File: src/rtl/pad_strip_pkg.sv
// Package: shared constants and the byte beat type for the pad stripper.
// Assumes frames start with a 14-byte Ethernet header without VLAN tag.
package pad_strip_pkg;

    // Byte positions within a frame, counted from 0.
    localparam int LT_HI_POS  = 12;
    localparam int LT_LO_POS  = 13;
    localparam int IP_VER_POS = 14;
    localparam int IP_TL_HI   = 16;
    localparam int IP_TL_LO   = 17;

    localparam logic [15:0] MAX_LEN_FIELD = 16'd1500;
    localparam logic [15:0] ETYPE_IPV4    = 16'h0800;
    localparam logic [15:0] IP_MIN_TOTAL  = 16'd20;
    localparam logic [3:0]  IP_VERSION4   = 4'd4;

    // One stream byte with its framing flags.
    typedef struct packed {
        logic [7:0] data;
        logic       last;
        logic       err;
    } beat_t;

endpackage

File: src/rtl/pad_strip_pos.sv
// Module: byte position counter for the incoming frame.
// Gives the position of the byte currently on the input, 0 for the first byte.
// Assumes in_last only arrives together with in_valid; saturates on long frames.
module pad_strip_pos #(
    parameter int CNT_W = 16
) (
    input  logic             clk,
    input  logic             rst_n,
    input  logic             in_valid,
    input  logic             in_last,
    output logic [CNT_W-1:0] pos
);
    localparam logic [CNT_W-1:0] POS_MAX = {CNT_W{1'b1}};

    logic [CNT_W-1:0] pos_q;

    // Advance per accepted byte, return to 0 after a last byte.
    always_ff @(posedge clk) begin
        if (!rst_n) begin
            pos_q <= '0;
        end else if (in_valid) begin
            if (in_last)
                pos_q <= '0;
            else if (pos_q != POS_MAX)
                pos_q <= pos_q + 1'b1;
        end
    end

    assign pos = pos_q;
endmodule

File: src/rtl/pad_strip_hdr.sv
// Module: header field capture and trim decision.
// Captures the length/type word, IP version nibble and IP total length as they
// pass, and decides whether the frame is trimmed and at which byte position the
// kept part ends (cut). The decision is visible combinationally on the byte that
// completes it (position 13 or 17) and registered for the rest of the frame.
// Assumes CNT_W >= 16 so every cut position fits.
module pad_strip_hdr
    import pad_strip_pkg::*;
#(
    parameter int CNT_W = 16,
    localparam int CUT_W = CNT_W + 1
) (
    input  logic             clk,
    input  logic             rst_n,
    input  logic             in_valid,
    input  logic [7:0]       in_data,
    input  logic             in_last,
    input  logic [CNT_W-1:0] pos,
    input  logic             ip_strip_en,
    output logic             trim_cur,
    output logic [CUT_W-1:0] cut_cur
);
    logic [7:0]       lt_hi_q;
    logic [7:0]       tl_hi_q;
    logic             is_ip_q;
    logic             ver4_q;
    logic             en_q;
    logic             trim_q;
    logic [CUT_W-1:0] cut_q;

    logic [15:0]      lt_now;
    logic [15:0]      tl_now;
    logic             len_hit;
    logic             ip_hit;
    logic [CUT_W-1:0] cut_now;

    // Combine the stored high byte with the byte on the input.
    always_comb begin
        lt_now  = {lt_hi_q, in_data};
        tl_now  = {tl_hi_q, in_data};
        len_hit = in_valid && (pos == CNT_W'(LT_LO_POS)) && (lt_now <= MAX_LEN_FIELD);
        ip_hit  = in_valid && (pos == CNT_W'(IP_TL_LO)) && en_q && is_ip_q && ver4_q
                  && (tl_now >= IP_MIN_TOTAL);
        cut_now = CUT_W'(LT_LO_POS) + CUT_W'(len_hit ? lt_now : tl_now);
    end

    // Present the decision for the current byte.
    always_comb begin
        trim_cur = trim_q || len_hit || ip_hit;
        cut_cur  = (len_hit || ip_hit) ? cut_now : cut_q;
    end

    // Capture header fields and hold the trim decision until frame end.
    always_ff @(posedge clk) begin
        if (!rst_n) begin
            lt_hi_q <= '0;
            tl_hi_q <= '0;
            is_ip_q <= 1'b0;
            ver4_q  <= 1'b0;
            en_q    <= 1'b0;
            trim_q  <= 1'b0;
            cut_q   <= '0;
        end else if (in_valid) begin
            if (pos == '0)
                en_q <= ip_strip_en;
            if (pos == CNT_W'(LT_HI_POS))
                lt_hi_q <= in_data;
            if (pos == CNT_W'(LT_LO_POS))
                is_ip_q <= (lt_now == ETYPE_IPV4);
            if (pos == CNT_W'(IP_VER_POS))
                ver4_q <= (in_data[7:4] == IP_VERSION4);
            if (pos == CNT_W'(IP_TL_HI))
                tl_hi_q <= in_data;
            if (in_last) begin
                trim_q <= 1'b0;
            end else if (len_hit || ip_hit) begin
                trim_q <= 1'b1;
                cut_q  <= cut_now;
            end
        end
    end
endmodule

File: src/rtl/pad_strip_emit.sv
// Module: output stage of the pad stripper.
// Forwards kept bytes one cycle late. The byte at the cut position of a frame
// that continues is parked in the output register, the bytes after it are
// dropped, and the parked byte leaves when the input last byte arrives,
// carrying that byte's error flag. A trimmed frame that ends before the cut
// is passed whole with its error flag forced.
module pad_strip_emit
    import pad_strip_pkg::*;
#(
    parameter int CNT_W = 16,
    localparam int CUT_W = CNT_W + 1
) (
    input  logic             clk,
    input  logic             rst_n,
    input  logic             in_valid,
    input  beat_t            in_beat,
    input  logic [CNT_W-1:0] pos,
    input  logic             trim_cur,
    input  logic [CUT_W-1:0] cut_cur,
    output logic             out_valid,
    output beat_t            out_beat
);
    logic  ov_q;
    logic  drop_q;
    beat_t ob_q;
    logic  at_cut;

    // The current byte is the final one to keep.
    always_comb at_cut = trim_cur && (CUT_W'(pos) == cut_cur);

    // Forward, park or drop each byte.
    always_ff @(posedge clk) begin
        if (!rst_n) begin
            ov_q   <= 1'b0;
            drop_q <= 1'b0;
            ob_q   <= '0;
        end else begin
            ov_q <= 1'b0;
            if (in_valid) begin
                if (drop_q) begin
                    if (in_beat.last) begin
                        ov_q      <= 1'b1;
                        ob_q.last <= 1'b1;
                        ob_q.err  <= in_beat.err;
                        drop_q    <= 1'b0;
                    end
                end else if (at_cut) begin
                    ob_q.data <= in_beat.data;
                    ob_q.last <= in_beat.last;
                    ob_q.err  <= in_beat.err;
                    if (in_beat.last)
                        ov_q <= 1'b1;
                    else
                        drop_q <= 1'b1;
                end else begin
                    ov_q      <= 1'b1;
                    ob_q.data <= in_beat.data;
                    ob_q.last <= in_beat.last;
                    ob_q.err  <= in_beat.err || (in_beat.last && trim_cur);
                end
            end
        end
    end

    // Flags are only shown together with a valid byte.
    always_comb begin
        out_valid     = ov_q;
        out_beat.data = ob_q.data;
        out_beat.last = ov_q && ob_q.last;
        out_beat.err  = ov_q && ob_q.err;
    end
endmodule

File: src/rtl/pad_strip_rx.sv
// Module: receive pad byte stripper, top level.
// Removes Ethernet fill bytes using the length field, or optionally the IPv4
// total length for IPv4 type frames. Byte stream in and out, no backpressure.
// Assumes the frame check sequence is already removed and there is no VLAN tag.
module pad_strip_rx
    import pad_strip_pkg::*;
#(
    parameter int CNT_W = 16
) (
    input  logic       clk,
    input  logic       rst_n,
    input  logic       ip_strip_en,
    input  logic       in_valid,
    input  logic [7:0] in_data,
    input  logic       in_last,
    input  logic       in_err,
    output logic       out_valid,
    output logic [7:0] out_data,
    output logic       out_last,
    output logic       out_err
);
    localparam int CUT_W = CNT_W + 1;

    logic [CNT_W-1:0] pos_idx;
    logic             trim_cur;
    logic [CUT_W-1:0] cut_cur;
    beat_t            in_beat;
    beat_t            out_beat;

    // Bundle the input flags into one beat.
    always_comb begin
        in_beat.data = in_data;
        in_beat.last = in_last;
        in_beat.err  = in_err;
    end

    pad_strip_pos #(.CNT_W(CNT_W)) u_pos (
        .clk      (clk),
        .rst_n    (rst_n),
        .in_valid (in_valid),
        .in_last  (in_last),
        .pos      (pos_idx)
    );

    pad_strip_hdr #(.CNT_W(CNT_W)) u_hdr (
        .clk         (clk),
        .rst_n       (rst_n),
        .in_valid    (in_valid),
        .in_data     (in_data),
        .in_last     (in_last),
        .pos         (pos_idx),
        .ip_strip_en (ip_strip_en),
        .trim_cur    (trim_cur),
        .cut_cur     (cut_cur)
    );

    pad_strip_emit #(.CNT_W(CNT_W)) u_emit (
        .clk      (clk),
        .rst_n    (rst_n),
        .in_valid (in_valid),
        .in_beat  (in_beat),
        .pos      (pos_idx),
        .trim_cur (trim_cur),
        .cut_cur  (cut_cur),
        .out_valid(out_valid),
        .out_beat (out_beat)
    );

    // Unbundle the output beat.
    always_comb begin
        out_data = out_beat.data;
        out_last = out_beat.last;
        out_err  = out_beat.err;
    end
endmodule

File: config.mk
export PLATFORM = sky130hd
export DESIGN_NAME = pad_strip_rx
export DESIGN_NICKNAME = d
export VERILOG_FILES = /design/src/rtl/pad_strip_pkg.sv /design/src/rtl/pad_strip_pos.sv /design/src/rtl/pad_strip_hdr.sv /design/src/rtl/pad_strip_emit.sv /design/src/rtl/pad_strip_rx.sv
export SDC_FILE = /design/constraint.sdc
export NUM_CORES = 1
export LEC_CHECK = 0
export ABC_AREA = 0
export BUFFER_PORTS_ARGS = -buffer_cell sky130_fd_sc_hd__buf_2
export CAP_MARGIN = 20
export CORE_MARGIN = 10
export CORE_UTILIZATION = 50
export DETAILED_ROUTE_END_ITERATION = 12
export PLACE_DENSITY = 0.77
export REMOVE_ABC_BUFFERS = 1
export SETUP_SLACK_MARGIN = 0.15
export SLEW_MARGIN = 10
export SYNTH_ARGS = -nofsm -noshare
export SYNTH_HDL_FRONTEND = slang
export SYNTH_SLANG_ARGS = --single-unit
File: constraint.sdc
create_clock -name clk -period 3.6 [get_ports clk]
set_input_delay 0.18 -clock clk [delete_from_list [all_inputs] [get_ports clk]]
set_output_delay 0.18 -clock clk [all_outputs]
set_load 0.05 [all_outputs]
Yosys cells after proc, flatten, opt, wreduce, memory -nomap -nowiden
Index checks and enable logic that the tools add are counted.

storage, ports and cells
  register bits after elaboration = 65
  output and inout port bits = 11
  word-level logic and storage cells = 73

operators by class
  $add $sub $neg = 2
  $lt $le $gt $ge = 2
  eq/ne operators = 10
  multiplexer cells = 15
  bitwise logic cells = 2
  reductions and logical operators = 29

operator list
  operator               number
  $eq 16x4->1 const B    3
  $mux 16                3
  $eq 16x5->1 const B    2
  $reduce_and 2->1       11
  $add 4x17->17 const A  1
  $eq 16x17->1           1
  $mux 17                1
  $add 16x1->16 const B  1
  $eq 16x12->1 const B   1
  $ge 16x5->1 const B    1
  $le 16x11->1 const B   1
  $logic_not 16->1       1
  $ne 16x16->1 const B   1
  $logic_and 1x1->1      11
  $mux 1                 9
  $eq 4x3->1 const B     1
  $logic_or 1x1->1       4
  $mux 2                 2
  $reduce_bool 2->1      2
  $ne 2x2->1 const B     1
  $not 1->1              2

Longest topological paths before layout
  depth in word-level cells = 12
  mapped depth = 12
  depth with buffers taken out = 10

By module
Synthesis repeated with hierarchy kept, for this count alone.

second synthesis, totals
  cells, all modules = 501
  area total of the unflattened synthesis = 4103.9 µm²

by module, submodules not included
  module          times used  cells an instance  area an instance (µm²)
  pad_strip_hdr   1           293                2411.1
  pad_strip_pos   1           118                957.2
  pad_strip_emit  1           90                 735.7

Worst setup path after synthesis
Ideal clock, no wire load.

  kind = reg-to-reg
  from = register u_pos.pos_q[0], in the netlist u_pos.pos[0]
  to = register u_emit.ov_q, in the netlist u_emit.out_valid
  library setup time = 0.120 ns
  arrival time = 2.453 ns
  data required time = 3.480 ns
  slack = 1.027 ns
  cell stages (with the launch flop) = 11
  buffers on the path = 1
  period minus slack after synthesis = 2.573 ns
  path through = dfxtp_1 > ha_1 > and4bb_2 > nand4_2 > or3_1 > buf_4 > a221oi_2 > nand4_1 > a221oi_1 > nand3_1 > o31a_1

on the way
  cells in the longest elaborated chain, start to end = 12
  elaborated cells between the ends (all ways) = 19
  classes of those cells = 1 x add/sub; 3 x eq/ne; 4 x mux; 11 x reduce/logical

RTL lines
  item                                                                   line                  source
  from (decl)                                                            pad_strip_pos.sv:15   logic [CNT_W-1:0] pos_q;
  from (signal assigned)                                                 pad_strip_pos.sv:25   pos_q <= pos_q + 1'b1;
  parallel branches: the longest is 9 deep, another holds $add 4x17->17  -
  $logic_and 1x1->1 *                                                    pad_strip_emit.sv:29  always_comb at_cut = trim_cur && (CUT_W'(pos) == cut_cur);
  $mux 1 *                                                               pad_strip_emit.sv:47  end else if (at_cut) begin
  $mux 1 *                                                               pad_strip_emit.sv:40  if (drop_q) begin
  to (signal assigned)                                                   pad_strip_emit.sv:34  ov_q <= 1'b0;
  to (signal assigned)                                                   pad_strip_emit.sv:42  ov_q <= 1'b1;
  to (signal assigned)                                                   pad_strip_emit.sv:52  ov_q <= 1'b1;
  to (decl)                                                              pad_strip_emit.sv:23  logic ov_q;

Mark *: on every way between the ends.
A chain may end at the register's enable or synchronous reset.

Final worst setup path
  from = register u_pos.pos_q[1], in the netlist u_pos.pos[1]
  to = register u_emit.ov_q, in the netlist u_emit.out_valid

Same word-level chain as after synthesis.

==> flow_summary.toml <==
[power]
peakVddDrop_mv = 0.222
power.leakage_uw = 0.00158
powerDensity_nw_per_um2 = 327

[grt]
grt_pass1_vias = 3441
grt_max_degree = 51
grt_pass1_wl_mm = 17.4
gr-usage-all-layers_pct = 18.1
grt_overflow = 0
antenna_found_initial = 0

[hold_path]
hold_class = "primary input to flip-flop"
min_from = "ip_strip_en"

[synth]
yosys.area.top_type = "dfxtp_1"
syn_avg_cell_area_sq_um = 8.03
ys_ff_latch = 65
syn_inst = 508
ys_warn_count = 0
ys_top_cells_by_area = "dfxtp_1, nand2_1, xnor2_1, nor2b_1, mux2i_1"
syn_area_sq_um = 4080
synth-async-reset-ratio_pct = 0
synthFlopType = "dfxtp_1"
ys_seq_area_share_pct = 31.9
synth.top_cell.area_share_pct = 31.9
yosysUniqueCellTypes = 65
synth-edff-count = 0

[timing]
max-slew-margin-rel_pct = 44.7
finalCritPeriodShare_pct = 84.5
finalSetupViolCount = 0
fin_skew_ns = 0.0104
final.setup.tns_ns = 0
fin_crit_ns = 3.04
slew_violations = 0
tightest_slew_ns = 0.824
fmax_mhz = 329
rsz0062_at_grt = "no"
final-hold-violation-count = 0

[critical_path]
critPathMaxFanout = 8
max_stage_delay_ns = 0.54
cp.arrival_ns = 3.29
required_ns = 3.85
critPathSlowestCell = "or3_1"
path_class = "flip-flop to flip-flop"
startpoint_type = "flip-flop"
startpoint = "u_pos.pos[1]"
cp_cell_sequence = "inv_1 > ha_1 > and4bb_2 > nand4_2 > or3_1 > mux2i_1 > a31oi_1 > a221oi_1 > nand3_1 > o31a_1"
critPathCaptureType = "flip-flop"
r2r_start = "u_pos.pos[1]"

[routing]
routed_wl_mm = 10.5
wl_per_cell_microns = 17.1
drc_errors = 0
ant_nets = 0
first_pass_iters = 5
drt_iter0_drc = 369
vias = 3619
vias_per_cell = 5.91

[placed_design]
port-buffer-count = 24
dp_hpwl_mm = 7.81
placed_area_sq_um = 4140
gp_congestion = 1.00

[cts]
cts_hold_buf = 0
cts_resized = 0
tritoncts = "built"
post_cts_buffers = 0
cts.path.max_buffers = 2
numCtsBuffers = 9
clk_latency_ns = 0.36
cts-htree-levels = 3
clk_pin_slew_worst_paths_ns = 0.07
cts.sinks = 65
root_buffer = "clkbuf_8"

[floorplan]
io_pins = 25
die-area_sq_um = 12200
core_region_area_sq_um = 7850
std_cell_rows = 32
start_util_pct = 52.0
die_h_microns = 110
dieWidth_microns = 110

[status]
outcome = "completed"

[layout]
antenna_cells = 0
syn_to_final_growth_pct = 5.71
fillers = 779
design_area_sq_um = 4310
nNetsFinal = 525
drive_gt1_share_pct = 12.9

[job]
cap_violations = 0
-- layout by cell type (no fill, tap or decap), drive strengths merged, types with 5 or more instances in the layout --
master	netlist	layout
nand2	67	67
dfxtp	65	65
nor2	32	32
buf	24	28
nor2b	27	27
xnor2	22	22
a21boi	19	19
nor4	18	18
o21ai	17	17
inv	16	16
a21oi	16	16
xor2	16	16
mux2i	16	16
nor3	15	15
nand4	13	13
nand3	13	13
or3	12	12
and2	10	10
clkbuf	18	9
ha	6	6
and3	5	5
clkinv	0	5
-- metrics by stage --
step	utilization (%)	cells	setup slack, ns	total power, uW	hold WS, ns
global placement	52.7	596	0.544	877	0.436
global route	54.9	612	0.334	1460	0.0863
finish	54.9	612	0.558	1410	0.0877
detailed placement	52.7	596	0.414	879	0.454
floorplan	-	466	0.847	825	0.302
CTS	54.9	612	0.607	1420	0.0839
-- final cells by class --
type / instances / area (sq um) / area share [%]
clock inverters: 7 / 47.5 / 1.10
inverters: 16 / 60.1 / 1.39
flip-flops and latches: 65 / 1300 / 30.2
clock buffers: 9 / 124 / 2.87
multi-input cells: 385 / 2500 / 58.0
well taps: 102 / 128 / 2.96
repair buffers: 28 / 150 / 3.48
-- report_power, final --
group,total [uW],leakage [uW],internal [uW],switching (uW)
registers,733,0.000526,727,5.91
logic,130,0.000971,41.1,89.3
clock network,547,0.0000850,247,299
-- synthesized netlist by cell type, types with 3 or more instances --
cell type and n:
a21boi_0 19, a21oi_1 16, a22oi_1 4, a31oi_1 3, and2_1 10, and3_1 5, and4_1 3, buf_2 14
buf_4 9, clkbuf_1 18, dfxtp_1 65, ha_1 6, inv_1 16, mux2i_1 16, nand2_1 66, nand2b_1 3
nand3_1 12, nand4_1 12, nor2_1 32, nor2b_1 27, nor3_1 13, nor4_1 14, o211ai_1 3, o21ai_0 16
o22ai_1 4, or2_2 4, or3_1 12, xnor2_1 22, xor2_1 16
-- worst paths after layout --
| kind | endpoint | slack, ns | cells past startpoint |
|---|---|---|---|
| max | u_emit.out_valid | 0.56 | 10 |
| min | u_hdr.en_q | 0.09 | 3 |
| max reg2reg | u_emit.out_valid | 0.56 | 10 |
| min reg2reg | u_emit.out_beat[2] | 0.46 | 2 |
-- cells by family after synthesis --
family	share of synthesized area, %
buffers and inverters	6.78
adder cells (fa/ha/maj)	1.84
flip-flops	31.9
AND/OR/NAND/NOR	32.5
XOR/XNOR	8.16
AO/OA/AOI/OAI	14.6
multiplexers	4.20
-- critical path: cells and delay by family (launching register included) --
family          cells  cell delay (ns)
simple gates        4             1.19
flops               1             0.40
compound gates      3             0.67
mux                 1             0.37
fa+ha+maj           1             0.17
buf+inv             1             0.14
-- metal layers --
| metal | vias up | GRT usage, % | part of all wire, % |
|---|---|---|---|
| met4 | 0 | 6.88 | 2.1 |
| li1 | 1762 | - | - |
| met3 | 19 | 4.64 | 6.6 |
| met2 | 134 | 28.0 | 45 |
| met1 | 1704 | 23.7 | 46 |
| met5 | - | 0 | 0 |
-- flip-flops by register name, indices dropped and copies added (netlist names) --
signal	cells
u_hdr.is_ip_q	1
u_hdr.tl_hi_q	8
u_hdr.ver4_q	1
u_hdr.lt_hi_q	8
u_emit.out_beat	8
u_emit.out_valid	1
u_emit.drop_q	1
u_emit.ob_q	2
u_hdr.trim_q	1
u_pos.pos	16
u_hdr.en_q	1
u_hdr.cut_q	17
No activity file was read; power rests on OpenSTA's default activity.
